--- config.mk ---
export PLATFORM = sky130hd
export DESIGN_NAME = evt_timer_top
export DESIGN_NICKNAME = d
export VERILOG_FILES = /design/src/rtl/etmr_pkg.sv /design/src/rtl/etmr_prescaler.sv /design/src/rtl/etmr_chan.sv /design/src/rtl/evt_timer_top.sv
export SDC_FILE = /design/constraint.sdc
export NUM_CORES = 1
export LEC_CHECK = 0
export ABC_AREA = 1
export BUFFER_PORTS_ARGS = -buffer_cell sky130_fd_sc_hd__buf_2
export CORE_MARGIN = 2
export CORE_UTILIZATION = 40
export CTS_CLUSTER_DIAMETER = 80
export DETAILED_ROUTE_END_ITERATION = 12
export GPL_TIMING_DRIVEN = 0
export PLACE_DENSITY = 0.58
export SETUP_SLACK_MARGIN = 0.1
export SLEW_MARGIN = 20
export SYNTH_ARGS = -nofsm -noshare
export SYNTH_HDL_FRONTEND = slang
export SYNTH_SLANG_ARGS = --single-unit
--- constraint.sdc ---
create_clock -name clk -period 2.5 [get_ports clk]
set_input_delay 0.5 -clock clk [delete_from_list [all_inputs] [get_ports clk]]
set_output_delay 0.5 -clock clk [all_outputs]
set_load 0.005 [all_outputs]
--- src/rtl/etmr_pkg.sv ---
// Package: shared constants and the channel state type of the event timer.
// Assumes byte addressing with 32-bit words and at most eight divider settings.
package etmr_pkg;

    localparam int SEL_W      = 3;
    localparam int NUM_SEL    = 1 << SEL_W;
    localparam int SYNC_TICKS = 2;

    // Control word bit positions
    localparam int CTL_RUN    = 0;
    localparam int CTL_LOAD   = 1;
    localparam int CTL_SEL_LO = 4;
    localparam int CTL_ONE    = 7;

    // Global and per-channel word addresses
    localparam int A_IEN     = 'h00;
    localparam int A_STAT    = 'h04;
    localparam int CH_BASE   = 'h10;
    localparam int CH_STRIDE = 'h20;
    localparam int O_CTRL    = 'h00;
    localparam int O_IVL_LO  = 'h04;
    localparam int O_IVL_HI  = 'h08;
    localparam int O_CNT_LO  = 'h0C;
    localparam int O_CNT_HI  = 'h10;

    typedef enum logic [1:0] {
        ST_IDLE = 2'd0,
        ST_ARM  = 2'd1,
        ST_RUN  = 2'd2
    } ch_state_e;

endpackage

--- src/rtl/etmr_prescaler.sv ---
// Module: shared divider producing one tick enable per divider setting.
// Tick s pulses for one cycle out of every 2^s; tick 0 is always high.
// Assumes all channels share the same free-running phase.
module etmr_prescaler
    import etmr_pkg::*;
(
    input  logic               clk,
    input  logic               rst_n,
    output logic [NUM_SEL-1:0] tick_o
);
    localparam int FREE_W = NUM_SEL - 1;

    logic [FREE_W-1:0] free_q;

    // Free-running phase counter
    always_ff @(posedge clk) begin
        if (!rst_n) free_q <= '0;
        else        free_q <= free_q + 1'b1;
    end

    // One tick enable per divider setting
    for (genvar s = 0; s < NUM_SEL; s++) begin : g_tick
        if (s == 0) begin : g_full
            assign tick_o[s] = 1'b1;
        end else begin : g_div
            assign tick_o[s] = &free_q[s-1:0];
        end
    end
endmodule

--- src/rtl/etmr_chan.sv ---
// Module: one down-counting channel with arming and stop synchronisation.
// A control write takes priority over a tick on the same edge.
// Assumes the caller decodes addresses and gives at most one write strobe per cycle.
module etmr_chan
    import etmr_pkg::*;
#(
    parameter int DATA_W = 32
) (
    input  logic                clk,
    input  logic                rst_n,
    input  logic [NUM_SEL-1:0]  tick_vec_i,
    input  logic                wr_ctrl_i,
    input  logic                wr_ivl_lo_i,
    input  logic                wr_ivl_hi_i,
    input  logic [DATA_W-1:0]   wdata_i,
    output logic [DATA_W-1:0]   ctrl_o,
    output logic [2*DATA_W-1:0] ivl_o,
    output logic [2*DATA_W-1:0] cnt_o,
    output logic                fire_o,
    output logic                tick_o
);
    localparam int CNT_W  = 2 * DATA_W;
    localparam int SYNC_W = $clog2(SYNC_TICKS + 1);

    logic             run_q, one_q;
    logic [SEL_W-1:0] sel_q;
    logic [CNT_W-1:0] ivl_q, cnt_q;
    ch_state_e        state_q;
    logic [SYNC_W-1:0] arm_left_q, stop_left_q;
    logic             w_run, w_load, tick_ok;

    assign w_run   = wdata_i[CTL_RUN];
    assign w_load  = wdata_i[CTL_LOAD];
    assign tick_o  = tick_vec_i[sel_q];
    assign tick_ok = tick_o && !wr_ctrl_i;

    // Stored control fields (the load bit is an action, not stored)
    always_ff @(posedge clk) begin
        if (!rst_n) begin
            run_q <= 1'b0;
            one_q <= 1'b0;
            sel_q <= '0;
        end else if (wr_ctrl_i) begin
            run_q <= w_run;
            one_q <= wdata_i[CTL_ONE];
            sel_q <= wdata_i[CTL_SEL_LO +: SEL_W];
        end
    end

    // Interval register, written one word at a time
    always_ff @(posedge clk) begin
        if (!rst_n) ivl_q <= '0;
        else if (wr_ivl_lo_i) ivl_q[DATA_W-1:0] <= wdata_i;
        else if (wr_ivl_hi_i) ivl_q[CNT_W-1:DATA_W] <= wdata_i;
    end

    // Channel sequencing: arming, counting, expiry and delayed stop
    always_ff @(posedge clk) begin
        if (!rst_n) begin
            state_q     <= ST_IDLE;
            cnt_q       <= '0;
            arm_left_q  <= '0;
            stop_left_q <= '0;
        end else if (wr_ctrl_i) begin
            if (w_run) begin
                stop_left_q <= '0;
                if (w_load) begin
                    cnt_q      <= ivl_q;
                    state_q    <= ST_ARM;
                    arm_left_q <= SYNC_W'(SYNC_TICKS);
                end else if (state_q == ST_IDLE) begin
                    state_q    <= ST_ARM;
                    arm_left_q <= SYNC_W'(SYNC_TICKS);
                end
            end else if (state_q != ST_IDLE && stop_left_q == '0) begin
                stop_left_q <= SYNC_W'(SYNC_TICKS);
            end
        end else if (tick_ok) begin
            case (state_q)
                ST_ARM: begin
                    if (arm_left_q == SYNC_W'(1)) state_q <= ST_RUN;
                    arm_left_q <= arm_left_q - 1'b1;
                end
                ST_RUN: begin
                    if (cnt_q == '0) begin
                        if (one_q) state_q <= ST_IDLE;
                        else       cnt_q   <= ivl_q;
                    end else begin
                        cnt_q <= cnt_q - 1'b1;
                    end
                end
                default: ;
            endcase
            if (stop_left_q != '0) begin
                stop_left_q <= stop_left_q - 1'b1;
                if (stop_left_q == SYNC_W'(1)) state_q <= ST_IDLE;
            end
        end
    end

    // Event pulse on the tick that finds a running count at zero
    assign fire_o = tick_ok && (state_q == ST_RUN) && (cnt_q == '0);

    // Readback views
    always_comb begin
        ctrl_o = '0;
        ctrl_o[CTL_RUN] = run_q;
        ctrl_o[CTL_ONE] = one_q;
        ctrl_o[CTL_SEL_LO +: SEL_W] = sel_q;
    end
    assign ivl_o = ivl_q;
    assign cnt_o = cnt_q;
endmodule

--- src/rtl/evt_timer_top.sv ---
// Module: two-channel event timer with word-addressed registers and one interrupt.
// Decodes the register map, holds enable, status and count-high shadows, and
// merges channel events. Assumes one bus access per cycle; reads are combinational.
module evt_timer_top
    import etmr_pkg::*;
#(
    parameter int NUM_CH = 2,
    parameter int ADDR_W = 8,
    parameter int DATA_W = 32
) (
    input  logic              clk,
    input  logic              rst_n,
    input  logic              bus_wr,
    input  logic              bus_rd,
    input  logic [ADDR_W-1:0] bus_addr,
    input  logic [DATA_W-1:0] bus_wdata,
    output logic [DATA_W-1:0] bus_rdata,
    output logic              irq
);
    localparam int CNT_W = 2 * DATA_W;
    localparam logic [ADDR_W-1:0] ADDR_IEN  = ADDR_W'(A_IEN);
    localparam logic [ADDR_W-1:0] ADDR_STAT = ADDR_W'(A_STAT);

    logic [NUM_SEL-1:0] tick_vec;
    logic [NUM_CH-1:0]  ien_q, status_q, fire_vec, chan_tick;
    logic [DATA_W-1:0]  ch_rd [NUM_CH];
    logic               wr_stat;

    etmr_prescaler u_pre (
        .clk    (clk),
        .rst_n  (rst_n),
        .tick_o (tick_vec)
    );

    for (genvar g = 0; g < NUM_CH; g++) begin : g_ch
        localparam int BASE = CH_BASE + CH_STRIDE * g;
        localparam logic [ADDR_W-1:0] AC  = ADDR_W'(BASE + O_CTRL);
        localparam logic [ADDR_W-1:0] AIL = ADDR_W'(BASE + O_IVL_LO);
        localparam logic [ADDR_W-1:0] AIH = ADDR_W'(BASE + O_IVL_HI);
        localparam logic [ADDR_W-1:0] ACL = ADDR_W'(BASE + O_CNT_LO);
        localparam logic [ADDR_W-1:0] ACH = ADDR_W'(BASE + O_CNT_HI);

        logic [DATA_W-1:0] ctrl_w;
        logic [CNT_W-1:0]  ivl_w, cnt_w;
        logic [DATA_W-1:0] shadow_q;

        etmr_chan #(.DATA_W(DATA_W)) u_chan (
            .clk         (clk),
            .rst_n       (rst_n),
            .tick_vec_i  (tick_vec),
            .wr_ctrl_i   (bus_wr && bus_addr == AC),
            .wr_ivl_lo_i (bus_wr && bus_addr == AIL),
            .wr_ivl_hi_i (bus_wr && bus_addr == AIH),
            .wdata_i     (bus_wdata),
            .ctrl_o      (ctrl_w),
            .ivl_o       (ivl_w),
            .cnt_o       (cnt_w),
            .fire_o      (fire_vec[g]),
            .tick_o      (chan_tick[g])
        );

        // Capture the upper count word when the lower word is read
        always_ff @(posedge clk) begin
            if (!rst_n) shadow_q <= '0;
            else if (bus_rd && bus_addr == ACL) shadow_q <= cnt_w[CNT_W-1:DATA_W];
        end

        // Per-channel read selection
        always_comb begin
            unique case (bus_addr)
                AC:      ch_rd[g] = ctrl_w;
                AIL:     ch_rd[g] = ivl_w[DATA_W-1:0];
                AIH:     ch_rd[g] = ivl_w[CNT_W-1:DATA_W];
                ACL:     ch_rd[g] = cnt_w[DATA_W-1:0];
                ACH:     ch_rd[g] = shadow_q;
                default: ch_rd[g] = '0;
            endcase
        end
    end

    assign wr_stat = bus_wr && bus_addr == ADDR_STAT;

    // Interrupt enable register
    always_ff @(posedge clk) begin
        if (!rst_n) ien_q <= '0;
        else if (bus_wr && bus_addr == ADDR_IEN) ien_q <= bus_wdata[NUM_CH-1:0];
    end

    // Status bits: events set, ones written clear, an event wins a tie
    always_ff @(posedge clk) begin
        if (!rst_n) status_q <= '0;
        else status_q <= fire_vec | (status_q & ~(wr_stat ? bus_wdata[NUM_CH-1:0] : '0));
    end

    // Read data merge
    always_comb begin
        bus_rdata = '0;
        if (bus_addr == ADDR_IEN)  bus_rdata[NUM_CH-1:0] = ien_q;
        if (bus_addr == ADDR_STAT) bus_rdata[NUM_CH-1:0] = status_q;
        for (int c = 0; c < NUM_CH; c++) bus_rdata = bus_rdata | ch_rd[c];
    end

    assign irq = |(status_q & ien_q);
endmodule

## Word level (Yosys, flattened, before mapping)

Cells that the tools add are included.

- Flip-flop bits (word level): 353
- Output and inout bits: 33
- Word-level logic and storage cells: 192

- Add/sub/neg operators: 7
- Order comparisons: 2
- Equal/unequal tests: 29
- Muxes and demuxes: 67
- Bitwise operators: 8
- Reductions and logical operators: 56

Operator list:

| cell | count |
|---|---|
| two-way mux 64 bit | 14 |
| case mux 32 bit (5 select lines) | 2 |
| logical NOT 64 bit | 2 |
| subtractor 64 x 1 -> 64 bit, second input constant | 2 |
| two-way mux 2 bit | 45 |
| == test 8 x 6 -> 1 bit, second input constant | 5 |
| == test 8 x 5 -> 1 bit, second input constant | 4 |
| OR 2 x 32 -> 32 bit | 1 |
| OR 32 bit | 1 |
| nonzero test 2 bit | 12 |
| logical AND 1 bit | 18 |
| AND reduction 3 bit | 5 |
| AND reduction 5 bit | 3 |
| == test 2 x 1 -> 1 bit, second input constant | 6 |
| inequality test 3 bit, second input constant | 4 |
| AND reduction 4 bit | 3 |
| == test 8 x 3 -> 1 bit, second input constant | 1 |
| == test 8 x 7 -> 1 bit, second input constant | 1 |
| logical NOT 2 bit | 4 |
| logical NOT 8 bit | 1 |
| < comparator 3 x 4 -> 1 bit, second input constant | 2 |
| inequality test 2 bit, second input constant | 4 |
| case mux 2 bit (2 select lines) | 2 |
| subtractor 2 x 1 -> 2 bit, second input constant | 4 |
| other kinds (14) | 23 |

## Depth between registers and ports, before layout

Gate-level depths: netlist of run 1.

- Depth after elaboration: 7
- Gate-level depth with buffers: 17

## Hierarchy

A second synthesis of run 1 with hierarchy kept.

- Cells, all modules: 3817
- Area, all modules: 22656.7 sq um

Modules (own cells, without submodules):

| module | instances | cells each | area an instance (sq um) | seq. area each (sq um) |
|---|---|---|---|---|
| etmr_chan | 2 | 1407 | 8499.4 | 2782.7 |
| evt_timer_top | 1 | 957 | 5322.6 | 1361.3 |
| etmr_prescaler | 1 | 46 | 335.3 | 140.1 |

## Worst setup path before layout of run 1

Ideal clock, no wire load.

- Kind: input to output
- Start: input port bus_addr[7]
- End: output port bus_rdata[14]
- Arrival: 1.745 ns
- Required time: 2.000 ns
- Path slack: 0.255 ns
- Stages: 8
- Cells stage by stage: nor2_1 nand3_1 nor2_1 clkinv_1 clkbuf_1 o22ai_1 nor2_1 o211ai_1

- Cells in the longest elaborated chain, start to end: 4
- Elaborated cells between the ends (all ways): 14
- Those cells by class: eq/ne (10); mux (2); bitwise (2)

RTL lines:

| item | line | text |
|---|---|---|
| start, declared | evt_timer_top.sv:15 | `input logic [ADDR_W-1:0] bus_addr,` |
| == test 8 x 6 -> 1 bit or == test 8 x 5 -> 1 bit (tied branches) | evt_timer_top.sv:70 | `unique case (bus_addr)` |
| case mux 32 bit (5 select lines) | evt_timer_top.sv:70 |  |
| OR 2 x 32 -> 32 bit | evt_timer_top.sv:100 | `for (int c = 0; c < NUM_CH; c++) bus_rdata = bus_rdata \| ch_rd[c];` |
| OR 32 bit * | evt_timer_top.sv:100 |  |
| end, declared | evt_timer_top.sv:17 | `output logic [DATA_W-1:0] bus_rdata,` |

Every way passes the cells marked *; elsewhere a longest branch is shown, timed or not.

## Final worst setup path of run 1

- Start: input port bus_addr[5]
- End: output port bus_rdata[18]

The elaborated chain is that of the path after synthesis.

==> run metrics, run 1 <==
leading cell type in the layout, fill and taps excluded nand2_1; slew margin rel. 0.2263; CTS Buf Count 42; Clock power frac 0.196; Fillers roughly 5200; worst hold path depth 3; via/cell ratio ~5.7; CP top delay family simple AND/OR/NAND/NOR gates; area occupied by multi-input gates 0.01238 mm^2; crit path time final 2620 ps; Fin Clk Skew between 20 and 30 ps; initial drt markers 2641; Final Setup Violations 10; flop2flop setup slack about 150 ps; Placement Rows 82; vias in the first global route around 22000; die height around 230 um; FF-to-FF path depth 11; leakage a little over 10 nW; CTS sink cnt between 300 and 400; TritonCTS clock tree built; Worst EP required approximately 2000 ps; H-tree depth 2; Worst setup EP type output port; CTS Buffer Depth 3; DP HPWL roughly 80 mm; Total GRT Usage 0.3794; wire length per cell approximately 25 um; via count around 23000; RSZ-0062 raised after global routing true; Avg Cell Area, Syn between 6 and 7 um^2; Initial Utilization 0.4035; Yosys warnings 0; Arr. time, crit path around 2100 ps; Critical Path Start Type input pin; Yosys top cell area share 0.3505; Distinct cells, synth 37; hold path start bus_wdata[16]; R2R Path End g_ch[1].u_chan.cnt_o[45]; Max Fclk around 380 MHz; port bufs 72; clock latency on the worst-skew pair ~590 ps; share of layout cells above drive strength 1 0.1538; sequential power share 0.213; # IOs 77; Switch Pwr 17.03 mW; largest net degree at the start of global routing 13; Tcrit/Tclk final 1.048; first-pass GRT wire length between 100 and 150 mm; Max IR drop VDD approximately 0.6 mV; Setup CP Type input pin to output port; Die X 228.5 um; pwr dens 1280 mW/mm^2; Post-Syn Instances 3209; Comb pwr share 0.591; slowest cell delay on critical path between 200 and 300 ps; slowest stage cell on the critical path or2_4; die area roughly 0.052 mm^2; Placement Setup Slack -1124 ps; ANT nets after route 0; initial antenna violation count 5; Slew Limit Fails 0; Sequential cell area slightly above 0.007 mm^2; Power Total roughly 32 mW; post-route setup slack -119.5 ps; number of synthesized register bits around 350; total wire length between 100 and 150 mm; post-synthesis sequential area ratio 0.3505; Final Wtd Congestion 1.011; worst hold path type input pin to flip-flop; CTS hold repair buffers 0; CTS root buf clkbuf_16; # nets final between 3000 and 4000; total core area between 0.04 and 0.05 mm^2; sw frac 0.5266; RR Startpoint g_ch[1].u_chan.cnt_o[44]; failing checks setup timing; worst-margin pin slew 1161 ps; syn_nets between 3000 and 4000; global route overflow 0; total iterations of the first detailed-routing run 6; status complete, but fails checks; top cells by area, synth dfxtp_1 (35%), nand2_1 (12%), nor2_1 (11%); Hold EP g_ch[0].u_chan.ivl_o[48]; commonest non-fill, non-tap cells in the layout nand2_1 (646), nor2_1 (512), dfxtp_1 (344); Synth Cell Area 0.02016 mm^2; internal power 15.31 mW; Area growth, synth to finish 25.29%; # DRC 0; largest area contributor in the netlist dfxtp_1; critical-path maximum fanout 8; final hold viol count 0; max cap viols 0; Reg clk slew, reported paths around 60 ps; CP bufs+invs 4; crit-path cells buf_6, or2_4, nor3_4, nand2_8, clkbuf_16, buf_8, o22ai_2, a21oi_1, o211ai_1, buf_2
## cell families (layout without fill, tap and decap cells)
group / after synthesis / count (layout) / share of synthesized area
buffers and inverters: 497 / 701 / 0.09974
xor gates and xnor gates: 60 / 60 / 0.02607
and+or+nand+nor: 1537 / 1537 / 0.3171
other: 0 / 2 / 0
adders and majority gates: 17 / 17 / 0.01055
DFF: 353 / 353 / 0.3505
AOI/OAI and AO/OA: 745 / 745 / 0.1960
## power by group through the flow
stage	Clock (mW)	Sequential, mW	Combinational, mW
after floorplan	0	6.57	11.5
after global placement	0	6.89	17.4
after detailed placement	0	6.90	17.4
after CTS	6.36	6.81	18.2
after global routing	6.61	6.90	20.6
final	6.34	6.87	19.1
## how the worst max path moves through the flow
stage,start,end,slack [ps],cells past startpoint
after floorplan,bus_addr[7],bus_rdata[14],250,8
after global placement,bus_addr[7],bus_rdata[14],-1110,10
after detailed placement,bus_addr[7],bus_rdata[14],-1120,10
after CTS,bus_addr[1],bus_rdata[15],-40,11
after global routing,bus_addr[1],bus_rdata[15],-100,10
final,bus_addr[5],bus_rdata[18],-120,10
## cell type report
cell class / instances / area share
Antenna cell: 2 / 0.0001981
Buffer: 157 / 0.04647
Clock buffer: 66 / 0.05206
Clock inverter: 6 / 0.002725
Inverter: 340 / 0.05320
Multi-Input combinational cell: 2359 / 0.4900
Sequential cell: 353 / 0.2804
Tap cell: 672 / 0.03329
Timing Repair Buffer: 132 / 0.04166
## registers in the layout, indices dropped and copies added, names as in the netlist
| signal | count |
|---|---|
| g_ch.u_chan.state_q | 4 |
| g_ch.u_chan.ivl_o | 128 |
| ien_q | 2 |
| g_ch.u_chan.sel_q | 6 |
| g_ch.shadow_q | 64 |
| status_q | 2 |
| g_ch.u_chan.stop_left_q | 4 |
| u_pre.free_q | 7 |
| g_ch.u_chan.one_q | 2 |
| g_ch.u_chan.run_q | 2 |
| g_ch.u_chan.cnt_o | 128 |
| g_ch.u_chan.arm_left_q | 4 |
## what timing repair did
item	4_1_cts	5_1_grt
setup buffers	33	21
resized for setup	300	195
endpoints found under the setup margin	195	160
pin swaps	38	46
cloned	4	3
## Yosys cell counts (all sizes together)
| master | n |
|---|---|
| nor3 | 11 |
| nand2 | 672 |
| inv | 338 |
| o21ai | 336 |
| o211ai | 19 |
| a211oi | 8 |
| nand3 | 210 |
| ha | 17 |
| a21oi | 285 |
| nand3b | 47 |
| xor2 | 53 |
| nor2 | 583 |
| clkinv | 2 |
| o22ai | 83 |
| a22o | 1 |
| or2 | 4 |
| o2111ai | 1 |
| clkbuf | 106 |
| a221oi | 11 |
| o21bai | 1 |
| xnor2 | 7 |
| dfxtp | 353 |
| nand4 | 10 |
| buf | 51 |
## stage by stage
step	area (um^2)	hold WS, ps	TNS (ps)	std cells	util
2_1_floorplan	20160	422.3	0	3209	-
3_3_place_gp	21360	438.2	-109440	3953	0.4275
3_5_place_dp	21360	447.7	-108020	3953	0.4276
4_1_cts	24290	174.2	-120.2	4062	0.4861
5_1_grt	25260	208.1	-495.8	4086	0.5055
6_report	25260	188.3	-301.4	4087	0.5055
## per-layer routing
metal  GRT usage  wire [um]
met1      0.4439      38820
met2      0.6337      47730
met3     0.06063       7465
met4      0.2684       9096
met5           0         18
## tightest hold or removal path, cell delays in order
cell	delay, ps
buf_2	110
nor2_1	50
nor2_1	80
Power figures use the tool's default switching activity.
==> run 2: changes to the inputs <==
--- a/config.mk
+++ b/config.mk
@@ -5,7 +5,6 @@
 export SDC_FILE = /design/constraint.sdc
 export NUM_CORES = 1
 export LEC_CHECK = 0
-export ABC_AREA = 1
 export BUFFER_PORTS_ARGS = -buffer_cell sky130_fd_sc_hd__buf_2
 export CORE_MARGIN = 2
 export CORE_UTILIZATION = 40
==> constraint.sdc (replaced) <==
create_clock -name clk -period 3.2 [get_ports clk]
set_input_delay 0.64 -clock clk [delete_from_list [all_inputs] [get_ports clk]]
set_output_delay 0.64 -clock clk [all_outputs]
set_load 0.005 [all_outputs]
==> run metrics, run 2 <==
via count 21086 (was 23190); share of layout cells above drive strength 1 0.1508 (was 0.1538); R2R Path End g_ch[1].u_chan.cnt_o[44] (was g_ch[1].u_chan.cnt_o[45]); vias in the first global route 19479 (was 21742); internal power 9.843 mW (was 15.31 mW); Max Fclk about 320 MHz; Worst setup EP type output port (unchanged); port bufs 74 (was 72); Arr. time, crit path 2530 ps (was 2120 ps); number of synthesized register bits 353 (unchanged); via/cell ratio 6.508 (was 5.674); Switch Pwr 7.804 mW (was 17.03 mW); asr flop ratio synth 0 (unchanged); Critical Path Start Type input pin (unchanged); total iterations of the first detailed-routing run 6 (unchanged); top cells by area, synth dfxtp_1 (39%), nand2_1 (11%), a21oi_1 (11%) (was dfxtp_1 (35%), nand2_1 (12%), nor2_1 (11%)); CTS root buf clkbuf_16 (unchanged); CTS Buffer Depth 3 (unchanged); # nets final 2671 (was 3446); Setup CP Type input pin to output port (unchanged); Tcrit/Tclk final 0.9896; CTS hold repair buffers 0 (unchanged); largest area contributor in the netlist dfxtp_1 (unchanged); wire length per cell 29.38 um (was 25.23 um); H-tree depth 2 (unchanged); slowest stage cell on the critical path a222oi_1 (was or2_4); DP Cell Count 3124 (was 3953); Sequential cell area 0.007073 mm^2 (was 0.007083 mm^2); Max IR drop VDD 0.9662 mV (was 0.5893 mV); Clock power frac 0.286 (was 0.196); global route overflow 0 (unchanged); syn_nets 2510 (was 3270); Placement Rows 78 (was 82); max cap viols 0 (unchanged); slowest cell delay on critical path 680 ps (was 260 ps); die height 216.9 um (was 228.5 um); area occupied by multi-input gates 0.01063 mm^2 (was 0.01238 mm^2); CTS Buf Count 42 (unchanged); sw frac 0.4422 (was 0.5266); DP Area 0.01929 mm^2 (was 0.02136 mm^2); fin area 0.02180 mm^2 (was 0.02526 mm^2); Reg clk slew, reported paths 60 ps (about the same); clock latency on the worst-skew pair 600 ps (was 590 ps); Comb pwr share 0.457 (was 0.591); sequential power share 0.257 (was 0.213); RSZ-0062 raised after global routing true (unchanged); Fillers 4636 (was 5156); post-layout util 0.4835 (was 0.5055); Total GRT Usage 0.3969 (was 0.3794); CTS sink cnt 353 (unchanged); Yosys warnings 0 (unchanged); Area growth, synth to finish 20.22% (was 25.29%); most common cell in the synthesized netlist nand2_1 (unchanged); post-synthesis sequential area ratio 0.3897 (was 0.3505); initial drt markers 2909 (was 2641); RR Startpoint g_ch[1].u_chan.cnt_o[32] (was g_ch[1].u_chan.cnt_o[44]); Worst EP required 2560 ps (was 2000 ps); leakage 7.799 nW (was 10.30 nW); Worst path most repeated cell buf_2; Die X 216.9 um (was 228.5 um); DP HPWL 70.87 mm (was 80.40 mm); ANT cells 0 (was 2); total wire length 95.19 mm (was 103.1 mm); flop2flop setup slack 150 ps (about the same); first-pass GRT wire length 135.8 mm (was 145.5 mm); die area 0.04706 mm^2 (was 0.05221 mm^2); Final Setup Violations 0 (was 10); number of flops mapped to enable cells by yosys 0 (unchanged); Fin Clk Skew 33.62 ps (was 29.73 ps); Distinct cells, synth 81 (was 37); Crit. Startpoint bus_addr[1] (was bus_addr[5]); Initial Utilization 0.4022 (was 0.4035); status completed (was complete, but fails checks); Avg Cell Area, Syn 7.405 um^2 (was 6.282 um^2); worst setup path end bus_rdata[3] (was bus_rdata[18]); final hold slack 330.4 ps (was 188.3 ps); Post-Syn Instances 2449 (was 3209); Synth top cells by count nand2_1 (555), a21oi_1 (382), dfxtp_1 (353), clkbuf_1 (149), nor2_1 (124) (was nand2_1 (665), nor2_1 (567), dfxtp_1 (353), inv_1 (334), o21ai_0 (322)); Synth Cell Area 0.01813 mm^2 (was 0.02016 mm^2); critical-path maximum fanout 10 (was 8); # IOs 77 (unchanged); Final Wtd Congestion 1.031 (was 1.011); worst-margin pin slew 1255 ps (was 1161 ps); largest net degree at the start of global routing 13 (unchanged); slew margin rel. 0.1633 (was 0.2263); non-filler instance count after layout 3240 (was 4087); Slew Limit Fails 0 (unchanged); initial antenna violation count 2 (was 5); pwr dens 809.4 mW/mm^2 (was 1280 mW/mm^2); commonest non-fill, non-tap cells in the layout nand2_1 (552), a21oi_1 (382), dfxtp_1 (348) (was nand2_1 (646), nor2_1 (512), dfxtp_1 (344)); leading cell type in the layout, fill and taps excluded nand2_1 (unchanged); ys flop type dfxtp_1 (unchanged); worst hold path type input pin to flip-flop (unchanged); ANT nets after route 0 (unchanged); TritonCTS clock tree built (unchanged); # DRC 0 (unchanged); crit path time final 3167 ps; Yosys top cell area share 0.3897 (was 0.3505); FF-to-FF path depth 9 (was 11); final hold viol count 0 (unchanged); crit-path cells buf_2, nor2_2, nand3_2, nor2_4, buf_12, clkbuf_2, a222oi_1, nand3_1, buf_2 (was buf_6, or2_4, nor3_4, nand2_8, clkbuf_16, buf_8, o22ai_2, a21oi_1, o211ai_1, buf_2); total core area 0.04509 mm^2 (was 0.04997 mm^2)
## run 2: cell count changes after synthesis, sizes merged, moves of 97 or more
cell / change
nand3: -111
nand2: -117
nor2: -459
o21ai: -227
inv: -300
a21oi: +97
## run 2: cell families (layout without fill, tap and decap cells)
logic type,count (synthesis),in the layout,synth area share
buf+inv,229,420,0.05133
flops,353,353,0.3897
fa+ha+maj,17,17,0.01173
simple gates,1052,1052,0.2685
xor+xnor,2,2,0.0009661
compound gates,785,785,0.2714
mux,11,11,0.006485
## run 2: per-layer routing
layer / share of wire / GRT usage / vias to the layer above / wire (um)
met2: 0.43 / 0.6107 / 1470 / 41000
met1: 0.39 / 0.5144 / 10059 / 36800
met4: 0.066 / 0.2212 / 2 / 6238
li1: - / - / 9195 / -
met5: 0.00020 / 0 / - / 19
met3: 0.12 / 0.09001 / 360 / 11130
## run 2: how the worst min path moves through the flow
stage / from / to / slack (ps) / cells after the start
5_1_grt: bus_wdata[16] / g_ch[0].u_chan.ivl_o[48] / 330 / 3
2_1_floorplan: g_ch[1].u_chan.arm_left_q[1] / g_ch[1].u_chan.arm_left_q[1] / 430 / 2
3_3_place_gp: g_ch[1].shadow_q[27] / g_ch[1].shadow_q[27] / 440 / 2
6_report: bus_wdata[16] / g_ch[1].u_chan.ivl_o[16] / 330 / 3
4_1_cts: bus_wdata[17] / g_ch[0].u_chan.ivl_o[17] / 330 / 3
3_5_place_dp: g_ch[1].shadow_q[29] / g_ch[1].shadow_q[29] / 450 / 2
## run 2: repair_timing
item                       CTS  global route
setup endpoints to repair  160           161
setup buffers               34             9
pin swaps                   21            20
resized for setup          144           119
## run 2: area by class of cell
type / count / area share
Clock buffer: 58 / 0.05561
Clock inverter: 16 / 0.008437
Inverter: 38 / 0.006543
Timing Repair Buffer: 118 / 0.03329
Tap cell: 600 / 0.03444
Multi-Input combinational cell: 1867 / 0.4876
Buffer: 190 / 0.04964
Sequential cell: 353 / 0.3244
## run 2: worst max-delay path, delay by kind of cell
family                 cells  cell delay (ps)
AO/OA/AOI/OAI              1              680
buffers and inverters      4              690
AND/OR/NAND/NOR            4              510
## run 2: power by group through the flow
stage	combinational (mW)	clock [mW]	sequential, mW
after global routing	8.29	5.23	4.54
after CTS	7.45	5.04	4.54
final	8.06	5.05	4.54
after global placement	7.03	0	4.63
after detailed placement	7.08	0	4.63
after floorplan	4.23	0	4.60
## run 2: metrics by stage
stage,total power [mW],setup TNS (ps),setup slack [ps]
floorplan,8.828,0,178.9
global placement,11.65,-129190,-1456
detailed placement,11.71,-120650,-1394
CTS,17.02,0,62.10
global route,18.07,0,38.75
finish,17.65,0,33.13
